## src/rtl/mtx_pkg.sv

```systemverilog
package mtx_pkg;
  typedef enum logic [2:0] {
    ST_IDLE = 3'd0,
    ST_PRE  = 3'd1,
    ST_SFD  = 3'd2,
    ST_DATA = 3'd3,
    ST_TAIL = 3'd4
  } mtx_state_e;

  localparam logic [1:0] PAT_ZO   = 2'd0;
  localparam logic [1:0] PAT_OZ   = 2'd1;
  localparam logic [1:0] PAT_ZERO = 2'd2;
  localparam logic [1:0] PAT_ONE  = 2'd3;

  localparam int unsigned HCNT_W   = 3;
  localparam int unsigned SYNC_HALF = 3;
endpackage

```

## src/rtl/mtx_rst_sync.sv

```systemverilog
module mtx_rst_sync #(
  parameter int unsigned STAGES = 2
) (
  input  logic clk,
  input  logic rst_n,
  output logic rst_q_n
);
  logic [STAGES-1:0] chain_q;

  always_ff @(posedge clk or negedge rst_n) begin
    if (!rst_n) chain_q <= '0;
    else        chain_q <= {chain_q[STAGES-2:0], 1'b1};
  end

  assign rst_q_n = chain_q[STAGES-1];
endmodule

```

## src/rtl/mtx_capture.sv

```systemverilog
module mtx_capture #(
  parameter int unsigned PLEN_W   = 4,
  parameter int unsigned CLEN_W   = 2,
  parameter int unsigned CHAR_MAX = 8
) (
  input  logic                clk,
  input  logic                rst_n,
  input  logic                load,
  input  logic [CHAR_MAX-1:0] data_in,
  input  logic                cmd_in,
  input  logic [1:0]          pat_in,
  input  logic [PLEN_W-1:0]   plen_in,
  input  logic                one_in,
  input  logic [CLEN_W-1:0]   clen_in,
  output logic [CHAR_MAX-1:0] data_q,
  output logic                cmd_q,
  output logic [1:0]          pat_q,
  output logic [PLEN_W-1:0]   plen_q,
  output logic                one_q,
  output logic [CLEN_W-1:0]   clen_q
);
  always_ff @(posedge clk or negedge rst_n) begin
    if (!rst_n) begin
      data_q <= '0;
      cmd_q  <= 1'b0;
      pat_q  <= '0;
      plen_q <= '0;
      one_q  <= 1'b0;
      clen_q <= '0;
    end else if (load) begin
      data_q <= data_in;
      cmd_q  <= cmd_in;
      pat_q  <= pat_in;
      plen_q <= plen_in;
      one_q  <= one_in;
      clen_q <= clen_in;
    end
  end
endmodule

```

## src/rtl/mtx_seq.sv

```systemverilog
module mtx_seq
  import mtx_pkg::*;
#(
  parameter int unsigned PLEN_W   = 4,
  parameter int unsigned CLEN_W   = 2,
  parameter int unsigned MIN_CHAR = 5,
  parameter int unsigned BIT_W    = 4
) (
  input  logic              clk,
  input  logic              rst_n,
  input  logic              half_tick,
  input  logic              load,
  input  logic [PLEN_W-1:0] plen_now,
  input  logic [PLEN_W-1:0] plen_q,
  input  logic [CLEN_W-1:0] clen_q,
  input  logic              one_q,
  output mtx_state_e        state_q,
  output logic [BIT_W-1:0]  bit_q,
  output logic [HCNT_W-1:0] hcnt_q
);
  mtx_state_e        state_n;
  logic [BIT_W-1:0]  bit_n;
  logic [HCNT_W-1:0] hcnt_n;
  logic [BIT_W-1:0]  pre_last;
  logic [BIT_W-1:0]  data_last;
  logic [HCNT_W-1:0] sfd_last;

  assign pre_last  = BIT_W'(plen_q) - BIT_W'(1);
  assign data_last = BIT_W'(MIN_CHAR - 1) + BIT_W'(clen_q);
  assign sfd_last  = one_q ? HCNT_W'(1) : HCNT_W'(2 * SYNC_HALF - 1);

  always_comb begin
    state_n = state_q;
    bit_n   = bit_q;
    hcnt_n  = hcnt_q;
    unique case (state_q)
      ST_IDLE: begin
        if (load) begin
          state_n = (plen_now == '0) ? ST_SFD : ST_PRE;
          bit_n   = '0;
          hcnt_n  = '0;
        end
      end
      ST_PRE: begin
        if (half_tick) begin
          if (hcnt_q == HCNT_W'(1)) begin
            hcnt_n = '0;
            if (bit_q == pre_last) begin
              state_n = ST_SFD;
              bit_n   = '0;
            end else begin
              bit_n = bit_q + BIT_W'(1);
            end
          end else begin
            hcnt_n = HCNT_W'(1);
          end
        end
      end
      ST_SFD: begin
        if (half_tick) begin
          if (hcnt_q == sfd_last) begin
            hcnt_n  = '0;
            bit_n   = '0;
            state_n = ST_DATA;
          end else begin
            hcnt_n = hcnt_q + HCNT_W'(1);
          end
        end
      end
      ST_DATA: begin
        if (half_tick) begin
          if (hcnt_q == HCNT_W'(1)) begin
            hcnt_n = '0;
            if (bit_q == data_last) state_n = ST_TAIL;
            else                    bit_n   = bit_q + BIT_W'(1);
          end else begin
            hcnt_n = HCNT_W'(1);
          end
        end
      end
      ST_TAIL: begin
        if (half_tick) state_n = ST_IDLE;
      end
      default: state_n = ST_IDLE;
    endcase
  end

  always_ff @(posedge clk or negedge rst_n) begin
    if (!rst_n) begin
      state_q <= ST_IDLE;
      bit_q   <= '0;
      hcnt_q  <= '0;
    end else begin
      state_q <= state_n;
      bit_q   <= bit_n;
      hcnt_q  <= hcnt_n;
    end
  end
endmodule

```

## src/rtl/mtx_level.sv

```systemverilog
module mtx_level
  import mtx_pkg::*;
#(
  parameter int unsigned CHAR_MAX = 8,
  parameter int unsigned BIT_W    = 4
) (
  input  logic                clk,
  input  logic                rst_n,
  input  logic                half_tick,
  input  mtx_state_e          state_q,
  input  logic [BIT_W-1:0]    bit_q,
  input  logic [HCNT_W-1:0]   hcnt_q,
  input  logic [1:0]          pat_q,
  input  logic                one_q,
  input  logic                cmd_q,
  input  logic [CHAR_MAX-1:0] data_q,
  output logic                line_q
);
  logic                pre_bit;
  logic                data_bit;
  logic [CHAR_MAX-1:0] data_shift;
  logic                level;
  logic                line_n;

  assign data_shift = data_q >> bit_q;
  assign data_bit   = data_shift[0];

  always_comb begin
    unique case (pat_q)
      PAT_ZO:   pre_bit = bit_q[0];
      PAT_OZ:   pre_bit = ~bit_q[0];
      PAT_ZERO: pre_bit = 1'b0;
      default:  pre_bit = 1'b1;
    endcase
  end

  always_comb begin
    unique case (state_q)
      ST_PRE:  level = (hcnt_q == '0) ? pre_bit : ~pre_bit;
      ST_SFD: begin
        if (one_q) level = (hcnt_q != '0);
        else       level = (hcnt_q < HCNT_W'(SYNC_HALF)) ? cmd_q : ~cmd_q;
      end
      ST_DATA: level = (hcnt_q == '0) ? data_bit : ~data_bit;
      default: level = 1'b1;
    endcase
  end

  always_comb begin
    line_n = line_q;
    if (half_tick && (state_q != ST_IDLE)) line_n = level;
  end

  always_ff @(posedge clk or negedge rst_n) begin
    if (!rst_n) line_q <= 1'b1;
    else        line_q <= line_n;
  end
endmodule

```

## src/rtl/mtx_framer.sv

```systemverilog
module mtx_framer
  import mtx_pkg::*;
#(
  parameter int unsigned PLEN_W   = 4,
  parameter int unsigned CLEN_W   = 2,
  parameter int unsigned CHAR_MAX = 8,
  parameter int unsigned MIN_CHAR = 5
) (
  input  logic                clk,
  input  logic                rst_n,
  input  logic                half_tick,
  input  logic                in_valid,
  output logic                in_ready,
  input  logic [CHAR_MAX-1:0] in_data,
  input  logic                in_cmd,
  input  logic [1:0]          cfg_pat,
  input  logic [PLEN_W-1:0]   cfg_pre_len,
  input  logic                cfg_one_bit,
  input  logic                cfg_per_char,
  input  logic                cfg_glob_cmd,
  input  logic [CLEN_W-1:0]   cfg_char_len,
  output logic                tx_line
);
  localparam int unsigned IDX_W = (CHAR_MAX > 1) ? $clog2(CHAR_MAX) : 1;
  localparam int unsigned BIT_W = (PLEN_W > IDX_W) ? PLEN_W : IDX_W;

  logic                rst_q_n;
  logic                load;
  logic                sel_cmd;
  logic [CHAR_MAX-1:0] data_q;
  logic                cmd_q;
  logic [1:0]          pat_q;
  logic [PLEN_W-1:0]   plen_q;
  logic                one_q;
  logic [CLEN_W-1:0]   clen_q;
  mtx_state_e          state_q;
  logic [BIT_W-1:0]    bit_q;
  logic [HCNT_W-1:0]   hcnt_q;

  assign in_ready = (state_q == ST_IDLE);
  assign load     = in_valid && in_ready;
  assign sel_cmd  = cfg_per_char ? in_cmd : cfg_glob_cmd;

  mtx_rst_sync #(.STAGES(2)) u_rst (
    .clk(clk), .rst_n(rst_n), .rst_q_n(rst_q_n)
  );

  mtx_capture #(.PLEN_W(PLEN_W), .CLEN_W(CLEN_W), .CHAR_MAX(CHAR_MAX)) u_cap (
    .clk(clk), .rst_n(rst_q_n), .load(load),
    .data_in(in_data), .cmd_in(sel_cmd), .pat_in(cfg_pat),
    .plen_in(cfg_pre_len), .one_in(cfg_one_bit), .clen_in(cfg_char_len),
    .data_q(data_q), .cmd_q(cmd_q), .pat_q(pat_q),
    .plen_q(plen_q), .one_q(one_q), .clen_q(clen_q)
  );

  mtx_seq #(.PLEN_W(PLEN_W), .CLEN_W(CLEN_W), .MIN_CHAR(MIN_CHAR), .BIT_W(BIT_W)) u_seq (
    .clk(clk), .rst_n(rst_q_n), .half_tick(half_tick), .load(load),
    .plen_now(cfg_pre_len), .plen_q(plen_q), .clen_q(clen_q), .one_q(one_q),
    .state_q(state_q), .bit_q(bit_q), .hcnt_q(hcnt_q)
  );

  mtx_level #(.CHAR_MAX(CHAR_MAX), .BIT_W(BIT_W)) u_lvl (
    .clk(clk), .rst_n(rst_q_n), .half_tick(half_tick),
    .state_q(state_q), .bit_q(bit_q), .hcnt_q(hcnt_q),
    .pat_q(pat_q), .one_q(one_q), .cmd_q(cmd_q), .data_q(data_q),
    .line_q(tx_line)
  );
endmodule

```

## config.mk

```make
export PLATFORM = sky130hd
export DESIGN_NAME = mtx_framer
export DESIGN_NICKNAME = d
export VERILOG_FILES = /design/src/rtl/mtx_pkg.sv /design/src/rtl/mtx_rst_sync.sv /design/src/rtl/mtx_capture.sv /design/src/rtl/mtx_seq.sv /design/src/rtl/mtx_level.sv /design/src/rtl/mtx_framer.sv
export SDC_FILE = /design/constraint.sdc
export NUM_CORES = 1
export LEC_CHECK = 0
export ABC_AREA = 0
export CAP_MARGIN = 10
export CORE_ASPECT_RATIO = 1.2
export CORE_MARGIN = 1
export CORE_UTILIZATION = 55
export CTS_BUF_LIST = sky130_fd_sc_hd__clkbuf_8
export CTS_CLUSTER_DIAMETER = 40
export DETAILED_ROUTE_END_ITERATION = 10
export DONT_BUFFER_PORTS = 1
export PLACE_DENSITY = 0.7
export SLEW_MARGIN = 20
export SYNTH_ARGS = -nofsm -noshare
export SYNTH_HDL_FRONTEND = slang
export SYNTH_HIERARCHICAL = 1
export SYNTH_SLANG_ARGS = --single-unit
```

## constraint.sdc

```tcl
create_clock -name clk -period 1.1 [get_ports clk]
set_input_delay 0.11 -clock clk [delete_from_list [all_inputs] [get_ports clk]]
set_output_delay 0.11 -clock clk [all_outputs]
set_load 0.05 [all_outputs]
```

==> flow_summary_export.csv, run 1 <==
group,metric,value,unit
clocking,numCtsBuffers,5,
die,die_w,55.13,um
placed_design,place_congestion,0.8138,
timing,endpoint_type,"register data pin",
global_route,gr-usage-all-layers,0.8435,
placed_design,portBuffers,0,
die,start_util,0.5937,
clocking,clockRootBuffer,"clkbuf_8",
die,rows,22,
placed_design,hpwl,2975,um
logic_synthesis,ys_ff_latch,31,
logic_synthesis,syn_avg_cell_area,11.64,um^2
logic_synthesis,synth-main-ff-cell,"dfrtp_1",
placed_design,place_area,2285,um^2
clocking,htreeDepth,2,
run_status,status,"aborted with a tool error",
run_status,stop_stage,"5_1_grt",
run_status,stop_error,"[ERROR GRT-0232] Routing congestion too high. Check the congestion heatmap in the GUI.",
die,pin_count,26,
logic_synthesis,seq_area_frac_synth,0.4171,
logic_synthesis,yosysWarnings,6,
global_route,grt_overflow,105,
logic_synthesis,synth-edff-count,0,
global_route,grt_start_max_net_pins,30,
logic_synthesis,synthCells,160,
logic_synthesis,synthArstFlopShare,1.000,
logic_synthesis,netlist_area,1863,um^2
clocking,cts_num_sinks,31,
clocking,cts_buffer_depth,2,
logic_synthesis,synth_nets,188,
logic_synthesis,synthDistinctLibCells,59,
timing,grt-worst-endpoint,"u_seq/bit_q[3]$_DFFE_PN0P_/D",
die,die_y,65.76,um
-- routing by layer --
metal	GRT overflow	global-route usage
met1	0	0.8299
met2	73	1.026
met3	0	0.6065
met4	32	0.9469
met5	0	0.05556
-- Yosys cell counts (all sizes together) (2+ instances only) --
master,instances,area share
dfrtp,30,0.40
mux2,20,0.14
inv,8,0.016
nand2,8,0.016
o21ai,8,0.021
nor2,6,0.012
nor3,5,0.016
xor2,5,0.024
buf,4,0.022
ha,4,0.027
nand2b,4,0.013
nor2b,3,0.010
o22ai,3,0.010
o31ai,3,0.019
or2,3,0.011
xnor2,3,0.014
a211oi,2,0.0081
a21oi,2,0.0054
mux2i,2,0.011
nand3,2,0.0054
nor3b,2,0.0081
or3,2,0.0067
or3b,2,0.0094
or4,2,0.0081
-- metrics by stage --
| stage | TNS (ps) | worst slack (ps) | utilization | instances |
|---|---|---|---|---|
| 4_1_cts | -15550 | -689.1 | 0.9458 | 279 |
| 3_5_place_dp | -15580 | -765.3 | 0.7281 | 234 |
| 3_3_place_gp | -14720 | -716.8 | 0.7281 | 234 |
| 2_1_floorplan | -12930 | -692.2 | - | 160 |
-- kinds of logic after synthesis --
| group | synth area share |
|---|---|
| XOR/XNOR | 0.06246 |
| other | 0.002013 |
| adder cells (fa/ha/maj) | 0.02686 |
| buffers and inverters | 0.04029 |
| multiplexers | 0.1659 |
| flip-flops | 0.4171 |
| AO/OA/AOI/OAI | 0.1431 |
| AND/OR/NAND/NOR | 0.1424 |
-- what timing repair did --
item                                    CTS
hold endpoints to repair                 19
resized for setup                        46
pin swaps                                 9
setup buffers                            17
cloned                                    2
hold buffers                             18
endpoints found under the setup margin   31
==> run 2: changes to the inputs <==
--- a/config.mk
+++ b/config.mk
@@ -7,14 +7,11 @@
 export LEC_CHECK = 0
 export ABC_AREA = 0
 export CAP_MARGIN = 10
-export CORE_ASPECT_RATIO = 1.2
 export CORE_MARGIN = 1
-export CORE_UTILIZATION = 55
-export CTS_BUF_LIST = sky130_fd_sc_hd__clkbuf_8
-export CTS_CLUSTER_DIAMETER = 40
+export CORE_UTILIZATION = 40
 export DETAILED_ROUTE_END_ITERATION = 10
 export DONT_BUFFER_PORTS = 1
-export PLACE_DENSITY = 0.7
+export PLACE_DENSITY_LB_ADDON = 0.15
 export SLEW_MARGIN = 20
 export SYNTH_ARGS = -nofsm -noshare
 export SYNTH_HDL_FRONTEND = slang
==> run 2 against run 1 <==
Net effect:
- synthesized cell count stayed put
- synthesized area did not move
- the flow now finishes, with violations (setup timing)
==> flow_summary_export.csv, run 2 <==
group,metric,value,unit
worst_setup_path,worstPathRequired,1310,ps
logic_synthesis,syn_avg_cell_area,11.64,um^2
worst_setup_path,cp-end-kind,"flip-flop",
timing,finalCriticalPeriod,1847,ps
power_and_ir_drop,ir_drop,1.392,mV
drt,firstDrtPassIters,4,
timing,fmax,0.5414,GHz
logic_synthesis,yosys-top-cells-area,"dfrtp_1 40%, mux2_4 8.9%, mux2_2 5.4%",
logic_synthesis,yosysWarnings,6,
logic_synthesis,ys_ff_latch,31,
layout,final_cell_mix,"54 x buf_4, 25 x dfrtp_1, 19 x mux2_4",
drt,routed.top_layer,"met4",
timing,setup_ws,-747.1,ps
logic_synthesis,ys_top_cells_by_count,"30 x dfrtp_1, 11 x mux2_4, 9 x mux2_2",
worst_setup_path,worstSetupPathType,"flip-flop to flip-flop",
clocking,cts_tree,"built",
logic_synthesis,synthArstFlopShare,1.000,
worst_setup_path,critPathMaxFanout,2,
logic_synthesis,yosysTopAreaCell,"dfrtp_1",
clocking,cts_buffer_depth,2,
drt,viasPerCell,5.459,
worst_setup_path,startpoint_type,"flip-flop",
logic_synthesis,synthDistinctLibCells,59,
logic_synthesis,yosysMostFrequentCell,"dfrtp_1",
layout,largest-register,"u_cap/data_q",
drt,wl_met1,2005,um
die,pin_count,26,
drt,drcViolationCount,0,
drt,via_count,1616,
clocking,clockRootBuffer,"clkbuf_8",
layout,stdcell_area,2909,um^2
timing,finalHoldViolations,0,
logic_synthesis,seq_area_frac_synth,0.4171,
min_path,worstHoldPathType,"input port to flip-flop",
timing,final-max-slew-violation-count,0,
global_route,antenna_found_initial,0,
layout,nets,271,
timing,fin_skew,6.263,ps
die,die_area,4934,um^2
power_and_ir_drop,power_density,2856,nW/um^2
drt,route.met3.wl,227,um
layout,largestRegisters,"u_cap/data_q x8, u_cap/plen_q x4, u_seq/bit_q x4",
logic_synthesis,synth_nets,188,
die,die_y,70.25,um
run_status,status,"complete, but fails checks",
placed_design,place_area,2352,um^2
clocking,numCtsBuffers,5,
die,core,4414,um^2
clocking,clk_pin_slew,70,ps
worst_setup_path,cp.arrival,2060,ps
drt,post_drt_wl_per_cell,15.61,um
placed_design,place_congestion,0.8147,
global_route,grt_pass1_wl,8052,um
logic_synthesis,yosysTopAreaCellShare,0.4030,
drt,drt_iter0_markers,89,
timing,rsz0062_at_grt,"true",
layout,layout_commonest_cell,"buf_4",
global_route,grt_start_max_net_pins,30,
layout,syn2layout_area_growth,56.15,%
layout,nFillCells,339,
timing,setup_violations,31,
drt,final_antenna_net_count,0,
placed_design,dp.cells,258,
placed_design,portBuffers,0,
logic_synthesis,netlist_area,1863,um^2
global_route,grt_pass1_vias,1724,
flow_run,drv.max_cap_violation_count,0,
placed_design,dp_slack,-727.0,ps
die,rows,24,
global_route,grt_overflow,0,
power_and_ir_drop,finalPower,8.309,mW
timing,fin_setup_tns,-16750,ps
layout,multi_input_area,1179,um^2
layout,final_layout_size_suffix_gt1_frac,0.5205,
layout,largest_reg_flops,8,
global_route,gr-usage-all-layers,0.2089,
drt,wirelength,4621,um
placed_design,hpwl,3034,um
die,start_util,0.4221,
clocking,htreeDepth,2,
layout,stdcell_count,296,
layout,antenna_cells,0,
logic_synthesis,synth-main-ff-cell,"dfrtp_1",
clocking,cts_num_sinks,31,
layout,regArea,783.3,um^2
power_and_ir_drop,p_leak,1.306,nW
timing,period_share,1.679,
logic_synthesis,synthCells,160,
run_status,failed_checks,"setup timing",
clocking,insertion_delay,290,ps
die,die_w,70.25,um
drt,dr_wl_met2,2322,um
logic_synthesis,synth-edff-count,0,
==> run 2: final timing paths <==
| kind | from | endpoint | slack [ps] | cells past startpoint |
|---|---|---|---|---|
| setup / recovery | u_seq/state_q[0] | u_seq/state_q[2] | -750 | 8 |
| hold / removal | half_tick | u_seq/state_q[2] | 7 | 2 |
| setup reg to reg | u_seq/state_q[0] | u_seq/state_q[2] | -750 | 8 |
| min in group asynchronous | rst_n | u_rst/chain_q[0] | 40 | 1 |
| max in group asynchronous | u_rst/chain_q[1] | u_lvl/line_q | 530 | 1 |
| hold reg to reg | u_rst/chain_q[1] | u_cap/pat_q[1] | 260 | 1 |
==> run 2: critical path: stages (launching register included) <==
cell and delay (ps):
dfrtp_2 430, nor4b_4 290, mux2i_1 130, o32ai_2 140
buf_4 170, o221ai_2 90, or2_1 280, buf_4 150
o21ai_2 100
==> run 2: final cells by class <==
class | count | area share
tap | 52 | 0.02237
inverter | 8 | 0.01032
clock buffer | 6 | 0.02495
clock inverter | 2 | 0.02065
timing repair buffer | 81 | 0.2473
sequential | 31 | 0.2692
multi-input combinational | 116 | 0.4052
==> run 2: logic make-up (layout without fill, tap and decap cells) <==
group	after synthesis	after routing	synth area share
compound gates	34	34	0.1431
mux	23	23	0.1659
fa+ha+maj	4	4	0.02686
xor+xnor	10	10	0.06246
flops	31	31	0.4171
simple gates	44	44	0.1424
buf+inv	13	97	0.04029
other cells	1	1	0.002013
==> run 2: routing by layer <==
metal  track usage  vias to the layer above
li1              -                      760
met1        0.2743                      799
met2        0.3460                       46
met3       0.04040                       11
met4       0.06667                        0
met5             0                        -
==> run 2: where the power goes <==
group / total, mW / switching (mW) / internal [mW]
clock network: 1.36 / 0.453 / 0.905
logic: 4.94 / 2.06 / 2.88
registers: 2.02 / 0.368 / 1.65
==> run 2: repair_timing <==
item / CTS / global route
pin swaps: 10 / 4
hold buffers: 18 / 0
endpoints found under the setup margin: 31 / 31
gates resized for setup: 26 / 9
cloned: 1 / 0
hold endpoints to repair: 19 / 0
buffers inserted: 6 / 6
==> run 2: through the flow <==
stage	hold WS, ps	utilization
after detailed placement	-185.5	0.5329
after global placement	-185.5	0.5329
after global routing	8.205	0.6590
after floorplan	-185.6	-
final	6.545	0.6590
after CTS	13.85	0.6468
(Power assumes the default switching activity.)
